### src/rtl/acc_guard_pkg.sv
package acc_guard_pkg;

    localparam int LANE_W   = 8;
    localparam int CODE_W   = 3;
    localparam int BYPASS_B = 7;

    typedef enum logic [1:0] {
        CLS_USER_NS = 2'd0,
        CLS_USER_S  = 2'd1,
        CLS_PRIV_S  = 2'd2
    } req_class_e;

    // Returns {may_read, may_write} for one lane code and requester class.
    function automatic logic [1:0] lane_rights(input logic [CODE_W-1:0] code,
                                               input req_class_e cls);
        logic [1:0] r_uns, r_us, r_ps;
        case (code)
            3'd0:    begin r_uns = 2'b11; r_us = 2'b11; r_ps = 2'b11; end
            3'd1:    begin r_uns = 2'b10; r_us = 2'b11; r_ps = 2'b11; end
            3'd2:    begin r_uns = 2'b00; r_us = 2'b11; r_ps = 2'b11; end
            3'd3:    begin r_uns = 2'b10; r_us = 2'b10; r_ps = 2'b11; end
            3'd4:    begin r_uns = 2'b00; r_us = 2'b10; r_ps = 2'b11; end
            3'd5:    begin r_uns = 2'b00; r_us = 2'b00; r_ps = 2'b11; end
            3'd6:    begin r_uns = 2'b00; r_us = 2'b00; r_ps = 2'b10; end
            default: begin r_uns = 2'b00; r_us = 2'b00; r_ps = 2'b00; end
        endcase
        case (cls)
            CLS_USER_NS: lane_rights = r_uns;
            CLS_USER_S:  lane_rights = r_us;
            CLS_PRIV_S:  lane_rights = r_ps;
            default:     lane_rights = 2'b00;
        endcase
    endfunction

endpackage

### src/rtl/acc_class_map.sv
module acc_class_map
    import acc_guard_pkg::*;
(
    input  logic       secure,
    input  logic       priv,
    output req_class_e cls
);
    // A nonsecure requester is always checked as user nonsecure.
    always_comb begin
        if (!secure)   cls = CLS_USER_NS;
        else if (priv) cls = CLS_PRIV_S;
        else           cls = CLS_USER_S;
    end
endmodule

### src/rtl/acc_lane_gate.sv
module acc_lane_gate
    import acc_guard_pkg::*;
(
    input  logic [CODE_W-1:0] code,
    input  logic              bypass,
    input  req_class_e        cls,
    input  logic              is_write,
    input  logic              touched,
    output logic              lane_ok
);
    logic [1:0] rights;
    logic       permitted;

    always_comb begin
        rights    = lane_rights(code, cls);
        permitted = is_write ? rights[0] : rights[1];
        lane_ok   = !touched || bypass || permitted;
    end
endmodule

### src/rtl/acc_byte_guard.sv
module acc_byte_guard
    import acc_guard_pkg::*;
#(
    parameter int DATA_W    = 32,
    parameter int ADDR_W    = 4,
    parameter int ATTR_ADDR = 0
) (
    input  logic                     clk,
    input  logic                     rst_n,
    input  logic                     req_valid,
    input  logic                     req_write,
    input  logic [ADDR_W-1:0]        req_addr,
    input  logic [DATA_W/8-1:0]      req_be,
    input  logic [DATA_W-1:0]        req_wdata,
    input  logic                     req_secure,
    input  logic                     req_priv,
    output logic                     rsp_valid,
    output logic                     rsp_err,
    output logic [DATA_W-1:0]        rsp_rdata,
    output logic                     tgt_valid,
    output logic                     tgt_write,
    output logic [ADDR_W-1:0]        tgt_addr,
    output logic [DATA_W/8-1:0]      tgt_be,
    output logic [DATA_W-1:0]        tgt_wdata,
    input  logic [DATA_W-1:0]        tgt_rdata
);
    localparam int LANES = DATA_W / LANE_W;

    typedef struct packed {
        logic [DATA_W-1:0] attr;
        logic              rsp_valid;
        logic              rsp_err;
        logic [DATA_W-1:0] rsp_rdata;
    } state_t;

    state_t            st_d, st_q;
    req_class_e        cls;
    logic [LANES-1:0]  lane_ok;
    logic              all_ok;
    logic              attr_hit;
    logic              grant;
    logic [DATA_W-1:0] attr_q;

    acc_class_map u_cls (
        .secure (req_secure),
        .priv   (req_priv),
        .cls    (cls)
    );

    for (genvar i = 0; i < LANES; i++) begin : g_lane
        acc_lane_gate u_gate (
            .code     (st_q.attr[i*LANE_W +: CODE_W]),
            .bypass   (st_q.attr[i*LANE_W + BYPASS_B]),
            .cls      (cls),
            .is_write (req_write),
            .touched  (req_be[i]),
            .lane_ok  (lane_ok[i])
        );
    end

    assign all_ok   = &lane_ok;
    assign attr_hit = (req_addr == ADDR_W'(ATTR_ADDR));
    assign grant    = attr_hit ? (!req_write || (cls == CLS_PRIV_S)) : all_ok;

    assign tgt_valid = req_valid && !attr_hit && all_ok;
    assign tgt_write = req_write;
    assign tgt_addr  = req_addr;
    assign tgt_be    = req_be;
    assign tgt_wdata = req_wdata;

    always_comb begin
        st_d           = st_q;
        st_d.rsp_valid = req_valid;
        st_d.rsp_err   = req_valid && !grant;
        st_d.rsp_rdata = '0;
        if (req_valid && !req_write && grant)
            st_d.rsp_rdata = attr_hit ? st_q.attr : tgt_rdata;
        if (req_valid && req_write && attr_hit && grant) begin
            for (int i = 0; i < LANES; i++) begin
                if (req_be[i])
                    st_d.attr[i*LANE_W +: LANE_W] = req_wdata[i*LANE_W +: LANE_W];
            end
        end
    end

    always_ff @(posedge clk or negedge rst_n) begin
        if (!rst_n) st_q <= '0;
        else        st_q <= st_d;
    end

    assign rsp_valid = st_q.rsp_valid;
    assign rsp_err   = st_q.rsp_err;
    assign rsp_rdata = st_q.rsp_rdata;
    assign attr_q    = st_q.attr;
endmodule

### config.mk
export PLATFORM = sky130hd
export DESIGN_NAME = acc_byte_guard
export DESIGN_NICKNAME = d
export VERILOG_FILES = /design/src/rtl/acc_guard_pkg.sv /design/src/rtl/acc_class_map.sv /design/src/rtl/acc_lane_gate.sv /design/src/rtl/acc_byte_guard.sv
export SDC_FILE = /design/constraint.sdc
export NUM_CORES = 1
export LEC_CHECK = 0
export BUFFER_PORTS_ARGS = -buffer_cell sky130_fd_sc_hd__buf_2
export CORE_AREA = 2 2 82 84
export CTS_BUF_LIST = sky130_fd_sc_hd__clkbuf_4 sky130_fd_sc_hd__clkbuf_8 sky130_fd_sc_hd__clkbuf_16
export DETAILED_ROUTE_END_ITERATION = 6
export DIE_AREA = 0 0 84 86
export PLACE_DENSITY = 0.87
export SLEW_MARGIN = 40
export SYNTH_ARGS = -nofsm -noshare
export SYNTH_HDL_FRONTEND = slang
export SYNTH_SLANG_ARGS = --single-unit
### constraint.sdc
create_clock -name clk -period 3.1 [get_ports clk]
set_clock_uncertainty 0.15 [all_clocks]
set_input_delay 0.62 -clock clk [delete_from_list [all_inputs] [get_ports clk]]
set_output_delay 0.62 -clock clk [all_outputs]
set_load 0.05 [all_outputs]
* Yosys cells after proc, flatten, opt, wreduce, memory -nomap -nowiden
Cells that the tools add are included.
W data, S select, Z words.
** Storage, ports and cells
- Flip-flop bits (word level) :: 66
- Input bits :: 78
- Output and inout bits :: 76
- Logic and storage cells :: 109
** Cells by class
- Equal/unequal tests :: 26
- Multiplexer cells :: 25
- Reductions and logical operators :: 51
** Operators by type and width (count)
- $mux W32 :: 2
- $pmux W2 S2 :: 12
- $eq A3 B3 Y1 const B :: 12
- $eq A3 B2 Y1 const B :: 8
- $pmux W2 S3 :: 4
- $reduce_or A6 Y1 :: 4
- $reduce_or A2 Y1 :: 8
- $eq A3 B1 Y1 const B :: 4
- $logic_not A3 Y1 :: 4
- $reduce_or A3 Y1 :: 4
- $logic_or A1 B1 Y1 :: 9
- $logic_and A1 B1 Y1 :: 8
- $reduce_and A2 Y1 :: 4
- $logic_not A1 Y1 :: 7
- $mux W1 :: 5
- $logic_not A4 Y1 :: 1
- $mux W2 :: 2
- $reduce_and A4 Y1 :: 1
- $eq A2 B1 Y1 const B :: 1
- $eq A2 B2 Y1 const B :: 1
- $logic_not A2 Y1 :: 1

* Depth between registers and ports, before layout
- Depth in word-level cells :: 10
- Gate-level depth with buffers :: 8
- Depth with buffers taken out :: 5

* Cells and area by module
A second synthesis with hierarchy kept.
** Second synthesis, totals
- Cells, all modules :: 319
- Area, all modules :: 3360.7 µm²
** By module, submodules not included
- acc_byte_guard :: instances 1, cells each 265, area each 3004.1 µm², seq. area each 1651.6 µm²
- acc_lane_gate :: instances 4, cells each 13, area each 85.1 µm², seq. area each 0.0 µm²
- acc_class_map :: instances 1, cells each 2, area each 16.3 µm², seq. area each 0.0 µm²

* Least setup slack after synthesis
No wires, ideal clock.
- Kind :: input to output
- Start :: in req_secure
- End :: out tgt_valid
- Arrival time :: 1857 ps
- Data required time :: 2330 ps
- Setup slack :: 473 ps
- Stages :: 6
- Path buffers :: 1
- Cell sequence :: buf_6 -> nor3b_1 -> a2111oi_2 -> a32oi_1 -> nor2b_1 -> and3_1
** On the way
- Cells in the longest elaborated chain, start to end :: 7
- Elaborated cells on any way between the ends :: 18
** Ends and longest elaborated chain
- from (decl) :: line acc_byte_guard.sv:15 : input logic req_secure,
- $mux W2 * :: line acc_class_map.sv:10 : if (!secure) cls = CLS_USER_NS;
- $eq A2 B2 Y1, or another cell as far along :: line acc_guard_pkg.sv:27 : case (cls)
- $pmux W2 S3 :: line acc_guard_pkg.sv:27
- $mux W1 :: line acc_lane_gate.sv:16 : permitted = is_write ? rights[0] : rights[1];
- $logic_or A1 B1 Y1 :: line acc_lane_gate.sv:17 : lane_ok = !touched || bypass || permitted;
- $reduce_and A4 Y1 * :: line acc_byte_guard.sv:61 : assign all_ok = &lane_ok;
- $logic_and A1 B1 Y1 * :: line acc_byte_guard.sv:65 : assign tgt_valid = req_valid && !attr_hit && all_ok;
- to (decl) :: line acc_byte_guard.sv:20 : output logic tgt_valid,
Every way passes the cells marked *; elsewhere a longest branch is shown, timed or not.

* Worst setup path in the final report
Ends and elaborated chain as after synthesis.

==> results_dict.tcl <==
set metrics [dict create \
    hold_violations 0 \
    placed_area_um2 3550 \
    cts_max_level 3 \
    syn2layout_area_growth_pct 21.2 \
    gr-total-overflow 0 \
    hold_buffers 0 \
    cts.sinks 66 \
    synth.distinct_cells 37 \
    synth_seq_area_share_pct 54.1 \
    crit_path_end_kind "output port" \
    die_h_um 86 \
    globalplace.congestion 0.833 \
    cap_violations 0 \
    ys_warn_count 0 \
    power_frac_comb_pct 19.9 \
    io_pins 154 \
    yosys.area.top_type "dfrtp_1" \
    chipWidth_um 84 \
    synthCells 235 \
    crit_path_start "req_secure" \
    clk_latency_ns 0.33 \
    drtIter0Drc 59 \
    crit_fanout 10 \
    tightest_slew_ns 0.715 \
    report.final.slew_viol_count 0 \
    final_nets 430 \
    period_share_pct 93.2 \
    tns_ns 0 \
    hpwl_um 4960 \
    clockBufferDepth 2 \
    outcome "finished clean" \
    initial_core_util_pct 48.6 \
    start_kind "input pin" \
    internal_power_w 0.00131 \
    powerDensity_nw_per_um2 508 \
    fillers 528 \
    grt_pass1_wl_um 10000 \
    synth_async_sr_flop_share_pct 100 \
    ir_drop_mv 0.295 \
    critical_path_required_ns 2.33 \
    synth_top_area_share_pct 54.1 \
    ys_seq_elements 66 \
    worstPathArrival_ns 2.12 \
    setup_viol 0 \
    antenna_found_initial 0 \
    drt-pass1-iter-count 6 \
    root_buffer "clkbuf_8" \
    rsz0062_at_grt "false" \
    via_per_inst 5.23 \
    cts_resized 0 \
    clkPwrFrac_pct 31.0 \
    cts_tree "yes" \
    critical_path_class "in2out" \
    wl_um 6560 \
    drc 0 \
    grt.total_usage_pct 18.2 \
    syn_area_um2 3050 \
    drt-wirelength-per-cell_um 15.2 \
    cts_made_buffers 9 \
    synth_edf_count 0 \
    design_area_um2 3700 \
    syn_avg_cell_area_um2 13.0 \
    io_buffers 153 \
    synthFlopType "dfrtp_1" \
    min_period_ns 2.89 \
    synth_area_leaders "dfrtp_1 (54%), mux2_2 (11%), buf_4 (10%)" \
    coreArea_um2 6280 \
    regToRegStartpoint "attr_q[8]" \
    vias 2254 \
    slew_headroom_pct 52.3 \
    grt_pass1_vias 2131 \
    swShare_pct 30.1 \
    hold_path_class "in2async" \
    die_area_um2 7220 \
    p_leak_nw 2.06 \
    grt_max_degree 33 \
    pwr-share-seq_pct 49.1 \
    n_antenna_cell 0 \
    ant_nets 0 \
    p_sw_w 0.000565 \
    post_cts_buffers 0 \
    rows 29 \
    synth_nets 313 \
    drive_above_1_share_pct 59.0 \
    path_clk_slew_ns 0.07 \
    fmax_mhz 346 \
]
critical path: stages:
cell	delay, ns
buf_2	0.17
nor3b_1	0.30
a2111oi_2	0.12
a32oi_1	0.24
nor2b_1	0.21
and3_1	0.20
buf_2	0.27
registers in the layout (all words and copies together) (netlist names):
name and count:
rsp_err 1, attr_q 32, rsp_valid 1, rsp_rdata 32
placed cells by master, fill, tap and decap left out, types with 2 or more instances in the layout:
master,count
buf_2,153
dfrtp_1,66
a22o_1,32
mux2_2,31
clkbuf_8,9
nand2b_1,5
nand2_1,4
o21ai_0,4
nor2_1,4
nand2_2,4
nor2b_1,3
inv_1,3
a21oi_1,3
clkbuf_4,3
buf_4,3
and2_1,2
a22oi_1,2
a21o_1,2
mux2_1,2
final timing paths:
check	to	slack, ns	cells after the start
setup / recovery	tgt_valid	0.21	7
hold / removal	attr_q[10]	0.15	1
setup reg to reg	rsp_rdata[0]	0.68	5
hold reg to reg	rsp_rdata[21]	0.33	1
max in group asynchronous	attr_q[31]	1.86	2
min in group clk	rsp_valid	0.32	1
power groups by stage:
stage                     sequential [W]  combinational, W  clock [W]
after floorplan                 0.000996          0.000226          0
after global placement          0.000935          0.000372          0
after detailed placement        0.000937          0.000377          0
after CTS                       0.000922          0.000378   0.000602
after global routing            0.000925          0.000397   0.000642
final                           0.000922          0.000374   0.000583
cell usage after synthesis (all sizes together), types with 2 or more instances:
library cell,count
clkbuf,3
nor2b,3
a22oi,2
dfrtp,66
o21ai,4
mux2,33
a21o,2
nand2,8
nor2,5
and2,2
inv,3
nand2b,5
buf,47
nor3,2
a22o,32
a21oi,3
stage by stage:
stage | utilization [%] | hold WS [ns] | total power (W) | worst slack, ns | cells
4_1_cts | 58.9 | 0.168 | 0.00190 | 0.225 | 431
3_3_place_gp | 56.5 | 0.317 | 0.00131 | 0.0752 | 418
2_1_floorplan | - | 0.174 | 0.00122 | 0.473 | 235
5_1_grt | 58.9 | 0.201 | 0.00196 | 0.0965 | 431
6_report | 58.9 | 0.155 | 0.00188 | 0.210 | 431
3_5_place_dp | 56.5 | 0.322 | 0.00131 | 0.239 | 418
layout make-up:
class                      count  area, µm²  share of cell area (%)
sequential                    66       1650                    44.7
multi-input combinational    116        998                    27.0
timing repair buffer         156        788                    21.3
clock buffer                  12        146                    3.96
tap                           77       96.3                    2.61
inverter                       3       11.3                   0.305
clock inverter                 1       5.00                   0.135
metal layers:
layer	up-vias	wire length, µm	track usage (%)
li1	1039	-	-
met1	1100	2750	22.5
met2	100	3260	30.0
met3	15	402	4.91
met4	0	154	8.36
met5	-	0	0
kinds of logic (layout without fill, tap and decap cells):
group / count (synthesis) / after routing / share of synthesized area [%]
buffers and inverters: 53 / 172 / 13.2
AND/OR/NAND/NOR: 32 / 32 / 6.69
AO/OA/AOI/OAI: 51 / 51 / 13.8
flip-flops: 66 / 66 / 54.1
multiplexers: 33 / 33 / 12.2
(Power assumes the default switching activity.)
